`src/rtl/sio_rotreg_pkg.sv`:
```
package sio_rotreg_pkg;

  typedef enum logic [1:0] {
    OP_HOLD     = 2'd0,
    OP_SHIFT_IN = 2'd1,
    OP_ROTATE   = 2'd2,
    OP_LOAD     = 2'd3
  } op_t;

endpackage

```
`src/rtl/sio_rst_sync.sv`:
```
module sio_rst_sync #(
  parameter int STAGES = 2
) (
  input  logic clk,
  input  logic rst_n,
  output logic rst_sync_n
);

  logic [STAGES-1:0] chain_q;
  logic [STAGES-1:0] chain_d;

  always_comb begin
    chain_d = {chain_q[STAGES-2:0], 1'b1};
  end

  always_ff @(negedge clk or negedge rst_n) begin
    if (!rst_n) chain_q <= '0;
    else        chain_q <= chain_d;
  end

  assign rst_sync_n = chain_q[STAGES-1];

endmodule

```
`src/rtl/sio_ctrl.sv`:
```
module sio_ctrl
  import sio_rotreg_pkg::*;
(
  input  logic cs_n,
  input  logic rw,
  input  logic mode,
  output op_t  op,
  output logic drive_en
);

  always_comb begin
    if (cs_n)     op = OP_HOLD;
    else if (!rw) op = OP_SHIFT_IN;
    else if (mode) op = OP_LOAD;
    else          op = OP_ROTATE;
  end

  assign drive_en = !cs_n && rw;

endmodule

```
`src/rtl/sio_shift_core.sv`:
```
module sio_shift_core
  import sio_rotreg_pkg::*;
#(
  parameter int WIDTH = 16
) (
  input  logic             clk,
  input  logic             rst_n,
  input  op_t              op,
  input  logic [WIDTH-1:0] par_d,
  input  logic             ser_in,
  output logic             top_bit
);

  localparam int MSB = WIDTH - 1;

  logic [WIDTH-1:0] q;
  logic [WIDTH-1:0] q_next;
  logic             q_en;

  always_comb begin
    q_en   = 1'b1;
    q_next = q;
    unique case (op)
      OP_HOLD:     q_en   = 1'b0;
      OP_SHIFT_IN: q_next = {q[MSB-1:0], ser_in};
      OP_ROTATE:   q_next = {q[MSB-1:0], q[MSB]};
      OP_LOAD:     q_next = par_d;
      default:     q_en   = 1'b0;
    endcase
  end

  always_ff @(negedge clk or negedge rst_n) begin
    if (!rst_n)    q <= '0;
    else if (q_en) q <= q_next;
  end

  assign top_bit = q[MSB];


  a_r2_hold_stable: assert property (@(negedge clk) disable iff (!rst_n)
    (op == OP_HOLD) |=> $stable(q));


  a_r3_fill_order: assert property (@(negedge clk) disable iff (!rst_n)
    (op == OP_SHIFT_IN) |=> (q[0] == $past(ser_in)) && (q[MSB:1] == $past(q[MSB-1:0])));


  a_r4_wraps_top: assert property (@(negedge clk) disable iff (!rst_n)
    (op == OP_ROTATE) |=> (q[0] == $past(q[MSB])) && (q[MSB:1] == $past(q[MSB-1:0])));


  a_r5_word_capture: assert property (@(negedge clk) disable iff (!rst_n)
    (op == OP_LOAD) |=> (q == $past(par_d)));

endmodule

```
`src/rtl/sio_rotreg.sv`:
```
module sio_rotreg
  import sio_rotreg_pkg::*;
#(
  parameter int WIDTH       = 16,
  parameter int SYNC_STAGES = 2
) (
  input  logic             clk,
  input  logic             rst_n,
  input  logic             cs_n,
  input  logic             rw,
  input  logic             mode,
  input  logic [WIDTH-1:0] par_d,
  input  logic             ser_in,
  output logic             ser_out,
  output logic             ser_oe
);

  logic rst_core_n;
  op_t  op;
  logic drive_en;
  logic top_bit;

  sio_rst_sync #(.STAGES(SYNC_STAGES)) u_rst (
    .clk        (clk),
    .rst_n      (rst_n),
    .rst_sync_n (rst_core_n)
  );

  sio_ctrl u_ctrl (
    .cs_n     (cs_n),
    .rw       (rw),
    .mode     (mode),
    .op       (op),
    .drive_en (drive_en)
  );

  sio_shift_core #(.WIDTH(WIDTH)) u_core (
    .clk     (clk),
    .rst_n   (rst_core_n),
    .op      (op),
    .par_d   (par_d),
    .ser_in  (ser_in),
    .top_bit (top_bit)
  );

  assign ser_out = top_bit;
  assign ser_oe  = drive_en;


  a_r6_released_when_deselected: assert property (@(negedge clk) disable iff (!rst_n)
    cs_n |-> !ser_oe);


  a_r6_released_when_receiving: assert property (@(negedge clk) disable iff (!rst_n)
    !rw |-> !ser_oe);


  a_r7_zero_in_reset: assert property (@(negedge clk)
    !rst_core_n |-> !ser_out);

endmodule

```
`config.mk`:
```
export PLATFORM = sky130hd
export DESIGN_NAME = sio_rotreg
export DESIGN_NICKNAME = d
export VERILOG_FILES = /design/src/rtl/sio_rotreg_pkg.sv /design/src/rtl/sio_rst_sync.sv /design/src/rtl/sio_ctrl.sv /design/src/rtl/sio_shift_core.sv /design/src/rtl/sio_rotreg.sv
export SDC_FILE = /design/constraint.sdc
export NUM_CORES = 1
export LEC_CHECK = 0
export CORE_ASPECT_RATIO = 0.7
export CORE_UTILIZATION = 48
export CTS_CLUSTER_SIZE = 10
export DETAILED_ROUTE_END_ITERATION = 16
export PLACE_DENSITY = 0.75
export SLEW_MARGIN = 20
export SYNTH_ARGS = -nofsm -noshare
export SYNTH_HDL_FRONTEND = slang
export SYNTH_SLANG_ARGS = --single-unit
```
`constraint.sdc`:
```
create_clock -name clk -period 0.8 [get_ports clk]
set_input_delay 0.08 -clock clk [delete_from_list [all_inputs] [get_ports clk]]
set_output_delay 0.08 -clock clk [all_outputs]
set_load 0.01 [all_outputs]
```
* Yosys cells after proc, flatten, opt, wreduce, memory -nomap -nowiden
Cells that the tools add are included.
** Operators by class
- Equality and inequality tests :: 3
- Mux-type cells :: 4
- Bitwise gates (word level) :: 1
- Reductions and logical operators :: 5
** Operators by type and width (count)
- $pmux 16 s3 :: 1
- $eq 2x2->1 const B :: 2
- $mux 2 :: 2
- $reduce_bool 3->1 :: 1
- $eq 2x1->1 const B :: 1
- $logic_not 2->1 :: 1
- $reduce_and 2->1 :: 1
- $logic_and 1x1->1 :: 1
- $logic_not 1->1 :: 1
- $mux 1 :: 1
- $not 1->1 :: 1
** Storage, ports and cells
- Bits in registers :: 18
- Output and inout bits :: 2

* Longest topological paths before layout
- Word-level depth :: 6
- Mapped depth :: 4

* Hierarchy
A second synthesis with hierarchy kept.
** Unflattened totals
- Cells, all modules :: 75
- Area total of the unflattened synthesis :: 1009.7 um2
** By module, submodules not included
- sio_shift_core :: instances 1, cells an instance 68, area each 933.4 um2
- sio_rst_sync :: instances 1, cells an instance 3, area each 53.8 um2
- sio_ctrl :: instances 1, cells an instance 4, area each 22.5 um2

==> impl_results.md <==
* Outcome: complete, but fails checks
* Failing checks: setup timing
* Synth Area in Adders at 0%
* Met2 GRT Util at around three fifths
* R2r endpoint: u_core.q[0]$_DFFE_NN0P_
* R2r setup slk at -470 ps
* Largest net degree at the start of global routing at 15
* Slowest-stage cell, CP: dfrtn_1
* Clk sinks at 18
* Dpl hpwl at 1.59 mm
* Post-Layout Cell Count at about 160
* Final setup viols at 17
* Synthesized flop and latch total at 18
* Per-cell routed wire length at 22.9 µm
* Worst hold slack at 148 ps
* Post-synthesis xor/xnor area fraction at 0%
* Dpl ws at -976 ps
* Largest cells by area after synthesis: dfrtn_1 44%, o311ai_2 16%, nand4b_1 13%, inv_1 5.5%, nand2_1 5.5%
* CTS Buffer Depth at 2
* Leakage power at 0.767 nW
* Number of synthesis warnings at 0
* Cell Area, Synth at 1020 µm²
* DRT iter0 DRCs at 66
* Mapped Cells at 95
* Area Overhead vs Synth at 63.0%
* Slowest Stage Delay on Critical Path at about 430 ps
* Worst setup SP type: flop
* GR met3 Demand/Resource at 8.71%
* IO buf count at 23
* Most numerous cell in the Yosys netlist: dfrtn_1
* R2R depth at 4
* Pre-antenna DRT Iters at 4
* Share of Yosys cell area claimed by the top area cell type at 44.2%
* Post-synth cell types at 16
* Total CTS buffers at 3
* Crit path cell chain: buf_2
* Total chip power at about 2.6 mW
* DIE WIDTH at between 50 and 60 µm
* Avg Cell Area, Syn at 10.7 µm²
* Gr usage total at 32.5%
* Worst Setup SP: u_core.q[15]$_DFFE_NN0P_
* Worst Clk Skew at 3.86 ps
* Worst Hold Class: reg -> async
* Clock Latency Late Sink at about 300 ps
* Synth Flop Type: dfrtn_1
* H-tree depth at 1
* Core ar. at 1920 µm²
* WP buf/inv at 1
* Fillers at 86
* Post-Syn Nets at 117
* EDFF count, synth at 0
* # Max-Cap Violations at 0
* Main combinational cell family by area after synthesis: simple AND/OR/NAND/NOR gates
* Die Area at 2310 µm²
* DR vias at 1009
* Final ANT Viol Nets at 0
* First-pass GRT wire length at 5.12 mm
* Complex-gate fraction of the synthesized area at 21.1%
* Final WS setup at -555 ps
* Total gr overflow at 0
* WP data required at between 700 and 800 ps
* Diodes inserted at 0
* RD Place Congestion at about 0.70
* Vias in the first global route at 1005
* Initial core utilization at 53.1%
* Simple-gate area share of the yosys netlist at 21.3%
* Worst setup path class: reg -> out
* Initial antenna violation count at 0
* Nets at around 160
* Final Hold Viols at 0
* IO Pins at 24
* DRT Wirelength at 3.63 mm
* Crit path capture: ser_out
* Final core utilization at slightly below 90%
* Grt peak-use layer: met2
* Arrival time worst endpoint at 1270 ps
* DIE HEIGHT at 40.5 µm
* M1 GR Usage at 36.8%
* Maximum VDD drop at 0.00135 V
* Root buf cell: clkbuf_4
* DR DRC count at 0
* Crit path depth at 1
* Post-DR vias/cell at 6.39
* Post-synth ARST share at 100%
* Post-synthesis mux area share at 1.47%
* Post-synth top cells: 18 x dfrtn_1, 15 x inv_1, 15 x nand2_1, 15 x nand4b_1, 10 x o311ai_2
* CTS tree: built
* Placed cell count at between 100 and 150
* Crit-path max FO at 2
* Fraction of layout cells with a size suffix above 1 at 45.6%
* Clk slew on worst S/H paths at about 80 ps
* Worst R2R Start: u_core.q[15]$_DFFE_NN0P_
* RSZ-0062 raised after global routing: yes
* PD cells at 1590 nW/µm²
* Slew Limit Fails at 0
* Crit end category: output pin
* Rows at 13
* Delay-heaviest family, CP: flip-flops
* Cell taking the most area after synthesis: dfrtn_1
* Post-synthesis sequential area ratio at between 40 and 50%
[sequential cells by signal, summed over array words and instances (netlist names)]
name,count
u_core.q,16
u_rst.chain_q,2
[logic make-up (layout without fill, tap and decap cells)]
kind of cell,count (synthesis),count (layout)
flip-flops,18,18
other,1,1
multiplexers,1,1
buffers and inverters,25,65
AO/OA/AOI/OAI,16,16
AND/OR/NAND/NOR,34,35
[power by group]
| group | internal, mW | switching (mW) | leakage [nW] |
|---|---|---|---|
| Sequential | 1.06 | 0.126 | 0.226 |
| Clock | 0.278 | 0.327 | 0.0210 |
| Combinational | 0.457 | 0.388 | 0.519 |
| Total | 1.79 | 0.840 | 0.767 |
[routing by layer]
layer	up-vias	routed length, µm
li1	426	-
met1	509	1400
met2	58	1830
met3	16	279
met4	0	120
met5	-	0
[through the flow]
step                      setup TNS [ps]  area [µm²]
after detailed placement          -15150        1300
after global placement            -14930        1300
after global routing               -2190        1660
after floorplan                    -5030        1050
final                              -2020        1660
after CTS                          -1680        1600
[layout by cell type (no fill, tap or decap)]
cell type         n
dfrtn_1          18
nand4b_1         15
dlygate4sd2_1    15
inv_1            14
buf_6            11
o311ai_2          9
nand2_4           7
nand2_2           6
buf_4             6
buf_8             5
o311ai_4          4
clkbuf_4          3
and2_4            2
nand2_1           2
o311ai_1          2
buf_12            2
clkdlybuf4s50_1   2
buf_2             2
nor2b_4           1
mux2_4            1
nor3b_1           1
and2_1            1
a211o_1           1
inv_2             1
clkbuf_8          1
buf_16            1
dlygate4sd3_1     1
clkdlybuf4s15_1   1
conb_1            1
[repair_timing]
item,4_1_cts,5_1_grt
hold buffers,1,0
pin swaps,38,15
setup endpoints to repair,18,17
buffers inserted,8,3
cloned,5,0
resized for setup,86,19
hold endpoints to repair,2,0
[worst min path at each step]
stage	endpoint	slack, ps	cells after the start
after CTS	u_core.q[15]$_DFFE_NN0P_	160	1
after floorplan	u_rst.chain_q[0]$_DFF_NN0_	80	0
after detailed placement	u_core.q[7]$_DFFE_NN0P_	-9	0
after global placement	u_core.q[7]$_DFFE_NN0P_	-10	0
after global routing	u_core.q[0]$_DFFE_NN0P_	180	1
final	u_core.q[15]$_DFFE_NN0P_	150	1
[area by class of cell]
type,count,area [µm²],share of cell area [%]
well taps,22,27.5,1.66
repair buffers,46,493,29.7
flip-flops and latches,18,450,27.1
inverters,15,56.3,3.39
multi-input cells,53,597,35.9
clock buffers,4,36.3,2.19
Note: power is estimated with default switching activity, not from simulation.
